`src/rtl/spi_acc_pkg.sv`:
```
// Package: shared constants and types for the SPI register access slave.
// Assumes 8-bit registers and a 3-bit device address.
package spi_acc_pkg;
    localparam int BYTE_W   = 8;
    localparam int DEVA_W   = 3;
    localparam int BITCNT_W = $clog2(BYTE_W);
    localparam logic [3:0] CTRL_PREFIX = 4'b0100;

    // Position inside a transaction.
    typedef enum logic [1:0] {
        PH_CTRL = 2'd0,
        PH_REG  = 2'd1,
        PH_DATA = 2'd2
    } phase_t;
endpackage

```
`src/rtl/spi_acc_sync.sv`:
```
// Module: multi-bit two-flop synchronizer for independent single-bit lines.
// Assumes each bit is asynchronous and is sampled on its own.
module spi_acc_sync #(
    parameter int WIDTH  = 3,
    parameter int STAGES = 2
) (
    input  logic             clk,
    input  logic             rst_n,
    input  logic [WIDTH-1:0] rst_val,
    input  logic [WIDTH-1:0] d,
    output logic [WIDTH-1:0] q
);
    logic [WIDTH-1:0] stage [STAGES];

    genvar g;
    generate
        for (g = 0; g < STAGES; g++) begin : g_stage
            // Shift each line one flop further along the chain.
            always_ff @(posedge clk) begin
                if (!rst_n) stage[g] <= rst_val;
                else        stage[g] <= (g == 0) ? d : stage[(g == 0) ? 0 : g-1];
            end
        end
    endgenerate

    assign q = stage[STAGES-1];
endmodule

```
`src/rtl/spi_acc_shifter.sv`:
```
// Module: mode-0 bit engine. Samples MOSI on SCK rising edges, raises a
// one-cycle byte strobe after the eighth bit, and holds a transmit register
// that shifts on falling edges inside a byte. A load overrides shifting.
// Assumes synchronized SCK/MOSI and an SCK half period of several clk cycles.
module spi_acc_shifter
    import spi_acc_pkg::*;
(
    input  logic              clk,
    input  logic              rst_n,
    input  logic              cs_act,
    input  logic              sck_s,
    input  logic              mosi_s,
    input  logic              load,
    input  logic [BYTE_W-1:0] load_data,
    output logic              byte_done,
    output logic [BYTE_W-1:0] rx_byte,
    output logic              tx_bit
);
    logic                sck_d;
    logic [BITCNT_W-1:0] bit_cnt;
    logic [BYTE_W-1:0]   rx_sr;
    logic [BYTE_W-1:0]   tx_sr;
    logic                rise, fall;

    assign rise   = sck_s & ~sck_d;
    assign fall   = ~sck_s & sck_d;
    assign tx_bit = tx_sr[BYTE_W-1];

    // Keep the previous SCK sample for edge detection.
    always_ff @(posedge clk) begin
        if (!rst_n) sck_d <= 1'b0;
        else        sck_d <= sck_s;
    end

    // Receive path: count rising edges, assemble bytes, pulse on completion.
    always_ff @(posedge clk) begin
        if (!rst_n || !cs_act) begin
            bit_cnt   <= '0;
            rx_sr     <= '0;
            rx_byte   <= '0;
            byte_done <= 1'b0;
        end else begin
            byte_done <= 1'b0;
            if (rise) begin
                rx_sr   <= {rx_sr[BYTE_W-2:0], mosi_s};
                bit_cnt <= bit_cnt + 1'b1;
                if (bit_cnt == BITCNT_W'(BYTE_W-1)) begin
                    rx_byte   <= {rx_sr[BYTE_W-2:0], mosi_s};
                    byte_done <= 1'b1;
                end
            end
        end
    end

    // Transmit path: load at byte boundaries, shift after falling edges within a byte.
    always_ff @(posedge clk) begin
        if (!rst_n || !cs_act)            tx_sr <= '0;
        else if (load)                    tx_sr <= load_data;
        else if (fall && bit_cnt != '0)   tx_sr <= {tx_sr[BYTE_W-2:0], 1'b0};
    end

    // no bit count or byte strobe survives a deasserted chip select.
    p_cnt_idle_r8: assert property (@(posedge clk) disable iff (!rst_n)
        !cs_act |=> (bit_cnt == '0) && !byte_done);

    // the byte strobe lasts one cycle.
    p_done_pulse_r4: assert property (@(posedge clk) disable iff (!rst_n)
        byte_done |=> !byte_done);
endmodule

```
`src/rtl/spi_acc_ctrl.sv`:
```
// Module: transaction sequencer. Decodes the control byte, loads and steps
// the register pointer, and issues single-cycle register strobes.
// Assumes reg_rdata is valid combinationally in the cycle reg_re is high.
module spi_acc_ctrl
    import spi_acc_pkg::*;
#(
    parameter int LAST_REG = 10
) (
    input  logic              clk,
    input  logic              rst_n,
    input  logic              cs_act,
    input  logic              byte_done,
    input  logic [BYTE_W-1:0] rx_byte,
    input  logic [DEVA_W-1:0] hw_addr,
    input  logic              cfg_addr_en,
    input  logic              cfg_seq_dis,
    output logic [BYTE_W-1:0] reg_addr,
    output logic [BYTE_W-1:0] reg_wdata,
    output logic              reg_we,
    output logic              reg_re,
    output logic              drive_en
);
    localparam logic [BYTE_W-1:0] LAST = BYTE_W'(LAST_REG);

    phase_t            phase;
    logic              sel;
    logic              rd;
    logic [BYTE_W-1:0] ptr;
    logic [BYTE_W-1:0] ptr_next;
    logic              hit;

    assign hit = (rx_byte[7:4] == CTRL_PREFIX) &&
                 (!cfg_addr_en || rx_byte[DEVA_W:1] == hw_addr);

    assign ptr_next = cfg_seq_dis ? ptr : ((ptr == LAST) ? '0 : ptr + 1'b1);

    assign reg_addr  = (phase == PH_REG) ? rx_byte : (rd ? ptr_next : ptr);
    assign reg_wdata = rx_byte;
    assign reg_re    = byte_done && sel && rd && (phase != PH_CTRL);
    assign reg_we    = byte_done && sel && !rd && (phase == PH_DATA);
    assign drive_en  = cs_act && sel && rd && (phase == PH_DATA);

    // Advance through the transaction phases and track selection and pointer.
    always_ff @(posedge clk) begin
        if (!rst_n || !cs_act) begin
            phase <= PH_CTRL;
            sel   <= 1'b0;
            rd    <= 1'b0;
            ptr   <= '0;
        end else if (byte_done) begin
            case (phase)
                PH_CTRL: begin
                    sel   <= hit;
                    rd    <= rx_byte[0];
                    phase <= PH_REG;
                end
                PH_REG: begin
                    ptr   <= rx_byte;
                    phase <= PH_DATA;
                end
                default: ptr <= ptr_next;
            endcase
        end
    end

    // a sequential write at the last register leaves the pointer at zero.
    p_wrap_r6: assert property (@(posedge clk) disable iff (!rst_n)
        (reg_we && !cfg_seq_dis && ptr == LAST && cs_act) |=> (ptr == '0));

    // with the pointer frozen, a data byte leaves it unchanged.
    p_fixed_r7: assert property (@(posedge clk) disable iff (!rst_n)
        (byte_done && phase == PH_DATA && cfg_seq_dis && cs_act) |=> $stable(ptr));

    // read and write strobes never coincide.
    p_rdwr_excl_r5: assert property (@(posedge clk) disable iff (!rst_n)
        !(reg_we && reg_re));
endmodule

```
`src/rtl/spi_acc.sv`:
```
// Module: top of the SPI register access slave. Synchronizes the serial
// lines, then joins the bit engine to the transaction sequencer.
// Assumes SPI mode 0 and a system clock well above the SCK rate.
module spi_acc
    import spi_acc_pkg::*;
#(
    parameter int LAST_REG = 10,
    parameter int SYNC_STAGES = 2
) (
    input  logic              clk,
    input  logic              rst_n,
    input  logic              spi_sck,
    input  logic              spi_cs_n,
    input  logic              spi_mosi,
    output logic              spi_miso,
    output logic              spi_miso_oe,
    input  logic [DEVA_W-1:0] hw_addr,
    input  logic              cfg_addr_en,
    input  logic              cfg_seq_dis,
    output logic [BYTE_W-1:0] reg_addr,
    output logic [BYTE_W-1:0] reg_wdata,
    output logic              reg_we,
    output logic              reg_re,
    input  logic [BYTE_W-1:0] reg_rdata
);
    logic [2:0] line_s;
    logic       cs_act, byte_done, tx_bit, drive_en;
    logic [BYTE_W-1:0] rx_byte;

    spi_acc_sync #(.WIDTH(3), .STAGES(SYNC_STAGES)) u_sync (
        .clk     (clk),
        .rst_n   (rst_n),
        .rst_val (3'b010),
        .d       ({spi_mosi, spi_cs_n, spi_sck}),
        .q       (line_s)
    );

    assign cs_act = ~line_s[1];

    spi_acc_shifter u_shift (
        .clk       (clk),
        .rst_n     (rst_n),
        .cs_act    (cs_act),
        .sck_s     (line_s[0]),
        .mosi_s    (line_s[2]),
        .load      (reg_re),
        .load_data (reg_rdata),
        .byte_done (byte_done),
        .rx_byte   (rx_byte),
        .tx_bit    (tx_bit)
    );

    spi_acc_ctrl #(.LAST_REG(LAST_REG)) u_ctrl (
        .clk         (clk),
        .rst_n       (rst_n),
        .cs_act      (cs_act),
        .byte_done   (byte_done),
        .rx_byte     (rx_byte),
        .hw_addr     (hw_addr),
        .cfg_addr_en (cfg_addr_en),
        .cfg_seq_dis (cfg_seq_dis),
        .reg_addr    (reg_addr),
        .reg_wdata   (reg_wdata),
        .reg_we      (reg_we),
        .reg_re      (reg_re),
        .drive_en    (drive_en)
    );

    assign spi_miso_oe = drive_en;
    assign spi_miso    = drive_en & tx_bit;

    // MISO is released in the cycle after any reset edge.
    p_oe_reset_r10: assert property (@(posedge clk) !rst_n |=> !spi_miso_oe);

    // a MISO bit is never shown while the driver is disabled.
    p_miso_quiet_r9: assert property (@(posedge clk) disable iff (!rst_n)
        !spi_miso_oe |-> !spi_miso);
endmodule

```
`config.mk`:
```
export PLATFORM = sky130hd
export DESIGN_NAME = spi_acc
export DESIGN_NICKNAME = d
export VERILOG_FILES = /design/src/rtl/spi_acc_pkg.sv /design/src/rtl/spi_acc_sync.sv /design/src/rtl/spi_acc_shifter.sv /design/src/rtl/spi_acc_ctrl.sv /design/src/rtl/spi_acc.sv
export SDC_FILE = /design/constraint.sdc
export NUM_CORES = 1
export LEC_CHECK = 0
export ABC_CLOCK_PERIOD_IN_PS = 1870
export BUFFER_PORTS_ARGS = -buffer_cell sky130_fd_sc_hd__buf_2
export CAP_MARGIN = 25
export CORE_MARGIN = 8
export CORE_UTILIZATION = 55
export CTS_BUF_LIST = sky130_fd_sc_hd__clkbuf_16
export DETAILED_ROUTE_END_ITERATION = 16
export PLACE_DENSITY = 0.76
export SKIP_LAST_GASP = 1
export SLEW_MARGIN = 20
export SYNTH_ARGS = -nofsm -noshare
export SYNTH_HDL_FRONTEND = slang
export SYNTH_SLANG_ARGS = --single-unit
```
`constraint.sdc`:
```
create_clock -name clk -period 1.87 [get_ports clk]
set_input_delay 0.187 -clock clk [delete_from_list [all_inputs] [get_ports clk]]
set_output_delay 0.187 -clock clk [all_outputs]
set_load 0.03 [all_outputs]
```
Word level (Yosys, flattened, before mapping)
Memory sizes are Yosys's and may differ from the RTL's.
Cells that the tools add are included.
{"block": "totals", "register_bits": 40, "ram_bits": 6, "output_inout_bits": 20, "memories": 1}
{"name": "u_sync.stage", "words": 2, "word_bits": 3, "read_ports": 2, "rd_ports_with_merged_regs": 0, "wr": 2, "line_no": "spi_acc_sync.sv:13", "source": "logic [WIDTH-1:0] stage [STAGES];"}
{"block": "classes", "n_addsub": 2, "eq_ne": 6, "n_mux": 13, "bitwise_logic": 10, "reduce_logical": 25}
{"op": "$mux 8", "n": 6}
{"op": "$pmux 8 s2", "n": 1}
{"op": "$logic_and 1x1->1", "n": 10}
{"op": "$add 8x1->8 const B", "n": 1}
{"op": "$eq 8x4->1 const B", "n": 1}
{"op": "$reduce_and 2->1", "n": 4}
{"op": "$mux 3", "n": 2}
{"op": "$reduce_bool 2->1", "n": 3}
{"op": "$not 1->1", "n": 5}
{"op": "$eq 4x3->1 const B", "n": 1}
{"op": "$pmux 2 s2", "n": 1}
{"op": "$add 3x1->3 const B", "n": 1}
{"op": "$and 1x1->1", "n": 3}
{"op": "$eq 3x3->1", "n": 1}
{"op": "$eq 3x3->1 const B", "n": 1}
{"op": "$logic_not 1->1", "n": 3}
{"op": "$mux 1", "n": 3}
{"op": "$reduce_bool 3->1", "n": 1}
{"op": "$eq 2x1->1 const B", "n": 1}
{"op": "$eq 2x2->1 const B", "n": 1}
{"op": "$logic_not 2->1", "n": 1}
{"op": "$logic_or 1x1->1", "n": 2}
{"op": "$or 1x1->1", "n": 2}
{"op": "$reduce_or 2->1", "n": 1}

Logic depth before layout (Yosys ltp)
An unclocked memory read counts as a cell.
{"block": "depth", "word_depth": 6, "mapped_depth": 7, "depth_no_buf": 6}

Hierarchy
A second synthesis with hierarchy kept.
{"block": "unflattened", "hier_cells": 327, "area_unflattened_um2": 2625.0}
{"mod": "spi_acc_ctrl", "n_inst": 1, "cells_each": 170, "area_per_inst_um2": 1201.2, "seq_area_each_um2": 240.2}
{"mod": "spi_acc_shifter", "n_inst": 1, "cells_each": 140, "area_per_inst_um2": 1184.9, "seq_area_each_um2": 560.5}
{"mod": "spi_acc_sync", "n_inst": 1, "cells_each": 13, "area_per_inst_um2": 221.5, "seq_area_each_um2": 120.1}
{"mod": "spi_acc", "n_inst": 1, "cells_each": 4, "area_per_inst_um2": 17.5, "seq_area_each_um2": 0.0}

Worst setup path before layout
Ideal clock, no wire load.
{"block": "synth_timing", "path_kind": "reg-to-output", "startpoint": "reg u_ctrl.ptr[0]", "endpoint": "out reg_addr[2]", "arrival_ns": 1.812, "setup_slack_ns": -0.129, "stages_incl_launch_ff": 8, "path_buffers": 1, "cell_sequence": "dfxtp_1 -> buf_2 -> inv_1 -> ha_1 -> nor4b_4 -> nand3_2 -> or3b_1 -> a21oi_1"}
{"block": "synth_between", "elab_chain_len": 5, "word_cells_on_any_way": 6}
{"item": "start, declared", "line_no": "spi_acc_ctrl.sv:28", "source": "logic [BYTE_W-1:0] ptr;"}
{"item": "start signal, assigned", "line_no": "spi_acc_ctrl.sv:58", "source": "ptr <= rx_byte;"}
{"item": "start signal, assigned", "line_no": "spi_acc_ctrl.sv:61", "source": "default: ptr <= ptr_next;"}
{"item": "$add 8x1->8 or $eq 8x4->1 (tied branches)", "line_no": "spi_acc_ctrl.sv:35", "source": "assign ptr_next = cfg_seq_dis ? ptr : ((ptr == LAST) ? '0 : ptr + 1'b1);"}
{"item": "$mux 8 (*) (2 in a row)", "line_no": "spi_acc_ctrl.sv:35"}
{"item": "$mux 8 (*) (2 in a row)", "line_no": "spi_acc_ctrl.sv:37", "source": "assign reg_addr = (phase == PH_REG) ? rx_byte : (rd ? ptr_next : ptr);"}
{"item": "end, declared", "line_no": "spi_acc.sv:20", "source": "output logic [BYTE_W-1:0] reg_addr,"}
Mark *: on every way between the ends. The rest lies on a longest branch, timed or not.

Final worst setup path
{"block": "layout_timing", "startpoint": "reg u_ctrl.ptr[0]", "endpoint": "out reg_addr[3]"}
Same word-level chain as after synthesis.

==> flow_summary.toml <==
[pwr]
p_leak_nw = 1.14
irDropWorstVdd_v = 0.000538
powerDensity_mw_per_mm2 = 647

[synthesis]
synth_area_leaders = "dfxtp_1 38%, a21oi_1 7.4%, nand2_1 7.1%, mux2i_1 4.1%, nand3_1 3.1%"
syn_area_mm2 = 0.00243
synth_nets = 322
ys.flop_type = "dfxtp_1"
async_reset_ff_frac = 0
ys_ff_latch = 46
syn_area_per_cell_um2 = 8.13
yosysTopAreaCell = "dfxtp_1"
yosysTopAreaCellShare = 0.379
synthDistinctLibCells = 52
syn-instance-count = 299
seq_area_frac_synth = 0.379
synth_edf_count = 0
synth_warnings = 0

[floorplan]
io_pins = 38
core_mm2 = 0.00429
die_w_um = 82.5
die_area_mm2 = 0.00680
row_count = 24
die_height_um = 82.5
initial_core_util = 0.566

[clock_network]
clkTransAtPathRegs_ps = 60
ctsHtreeMaxLevel = 2
ctsRootBufferMaster = "clkbuf_16"
cts_tree = "yes"
cts.sinks = 46
hold_buffers = 0
cts_buffers = 5
worstSkewPairLatency_ps = 280
cts_max_path_buffers = 2

[worst_setup_path]
crit_path_max_fanout = 4
ff2ff_path_depth = 6
slowest_delay_ps = 350
critPathKind = "register to output pin"
cp-end-kind = "output pin"
cp_cell_sequence = "inv_2, ha_1, nor4b_4, nand3_2, buf_6, o211ai_2, a32oi_1, buf_4"
rr_startpoint = "u_shift.bit_cnt[0]"
r2r_end = "u_shift.tx_sr[2]"
cp-start-kind = "register"
reg2reg_slack_ps = 250
cp_slowest_cell = "dfxtp_4"
crit_required_ps = 1680
cp-endpoint = "reg_addr[3]"
cp-startpoint = "u_ctrl.ptr[0]"
worstPathArrival_ps = 1800

[drt]
vias_per_cell = 5.73
drt_iter0_markers = 134
post_drt_wl_per_cell_um = 15.6
drc_errors = 0
routed-via-count = 2241
drt_wl_total_um = 6090
dr.pass1.iters = 5
antenna_left = 0

[status]
outcome = "finished, violations left"
failed_checks = "setup timing"

[place]
dp_hpwl_um = 4260
dp_cells = 380
place_ws_ps = 147
numPortBuffers = 37
gp_congestion = 0.910

[timing]
rsz0062_at_grt = "true"
fin_crit_sh = 1.06
max_freq_ghz = 0.504
setup_ws_ps = -113
layout_min_cycle_time_ps = 1980
tightest_slew_ps = 461
hold_violations = 0
fin_setup_tns_ps = -290
skew_ps = 3.96
setup_viol = 4
slew_violations = 0
slew_headroom = 0.692

[grt]
grt.overflow.total = 0
track_usage = 0.185
grt_pass1_wl_um = 9820
antenna_found_initial = 0
grt_max_degree = 31
grt_pass1_vias = 2071

[finish]
finalNonFillerCells = 391
antenna_cells = 0
area.growth.synth_to_final_pct = 20.1
nets = 361
drive_gt1_frac = 0.260
fillers = 361
fin_util = 0.680
mostFrequentLayoutCells = "45 x nand2_1, 41 x dfxtp_1, 35 x a21oi_1"
final_common_cell = "nand2_1"

[hold_path]
hold_class = "input port to register"
min-delay-start = "spi_cs_n"

[run]
drv_cap = 0
## repair_timing
item	in CTS	in global routing
endpoints found under the setup margin	6	10
buffers inserted	1	2
pin swaps	4	8
gates resized for setup	11	18
## cell type report
type,count,area [um^2],share of cell area
multi-input cells,217,1380,0.472
flip-flops and latches,46,930,0.318
repair buffers,56,359,0.123
clock buffers,5,125,0.0429
well taps,52,65.1,0.0223
inverters,12,45.0,0.0154
clock inverters,3,16.3,0.00557
## cells in the mapped netlist (2+ instances only)
cell	instances
a211oi_1	7
a21oi_1	36
a31oi_1	4
and2_1	6
buf_2	11
buf_4	3
buf_6	2
clkbuf_1	7
dfxtp_1	46
ha_1	5
inv_1	11
mux2i_1	10
nand2_1	46
nand2b_1	9
nand3_1	15
nand3_2	2
nand3b_1	2
nand4_1	2
nand4b_1	2
nor2_1	20
nor2b_1	2
nor3_2	2
o21ai_0	7
o21ai_1	4
o221ai_1	3
o22ai_1	2
o31ai_1	2
xnor2_1	3
xor2_1	5
## state kept, by name, indices dropped and copies added (netlist names)
register,flops
u_ctrl.phase,2
u_ctrl.ptr,8
u_ctrl.rd,1
u_ctrl.sel,1
u_shift.bit_cnt,3
u_shift.byte_done,1
u_shift.rx_byte,8
u_shift.rx_sr,7
u_shift.sck_d,1
u_shift.tx_sr,8
u_sync.stage,6
## through the flow
step	instance area [um^2]	power, mW	hold slack, ps
2_1_floorplan	2440	1.04	260
3_3_place_gp	2680	1.06	373
4_1_cts	2850	1.90	79.6
3_5_place_dp	2680	1.06	375
5_1_grt	2920	1.96	95.4
6_report	2920	1.89	80.5
## how the worst min path moves through the flow
stage | slack (ps) | to | cells after the start
final | 80 | u_sync.stage[0][1] | 2
after floorplan | 260 | u_sync.stage[0][1] | 1
after global placement | 370 | u_sync.stage[0][1] | 2
after CTS | 80 | u_sync.stage[0][1] | 2
after global routing | 100 | u_sync.stage[0][1] | 2
after detailed placement | 380 | u_sync.stage[0][1] | 2
## worst max-delay path: cells and delay by family, from the launching register on
kind	cells	cell delay [ps]
AO/OA/AOI/OAI	2	270
adder cells (fa/ha/maj)	1	140
flip-flops	1	350
AND/OR/NAND/NOR	2	360
buffers and inverters	3	380
## routing by layer
metal  vias up  GRT usage  share of wire
met4         0     0.0860          0.025
met1      1033      0.218           0.40
met5         -          0              0
li1       1113          -              -
met2        78      0.309           0.51
met3        17     0.0444          0.064
## power by group
| group | internal (mW) | leakage (nW) | switching [mW] |
|---|---|---|---|
| clock | 0.488 | 0.0672 | 0.358 |
| sequential | 0.985 | 0.375 | 0.00341 |
| combinational | 0.0248 | 0.701 | 0.0283 |
## cell families after synthesis
| group | Yosys count | synth area share |
|---|---|---|
| buffers and inverters | 36 | 0.0721 |
| xor gates and xnor gates | 8 | 0.0288 |
| adders and majority gates | 5 | 0.0257 |
| and+or+nand+nor | 120 | 0.268 |
| DFF | 46 | 0.379 |
| muxes | 10 | 0.0412 |
| AOI/OAI and AO/OA | 74 | 0.186 |
(Power assumes the default switching activity.)
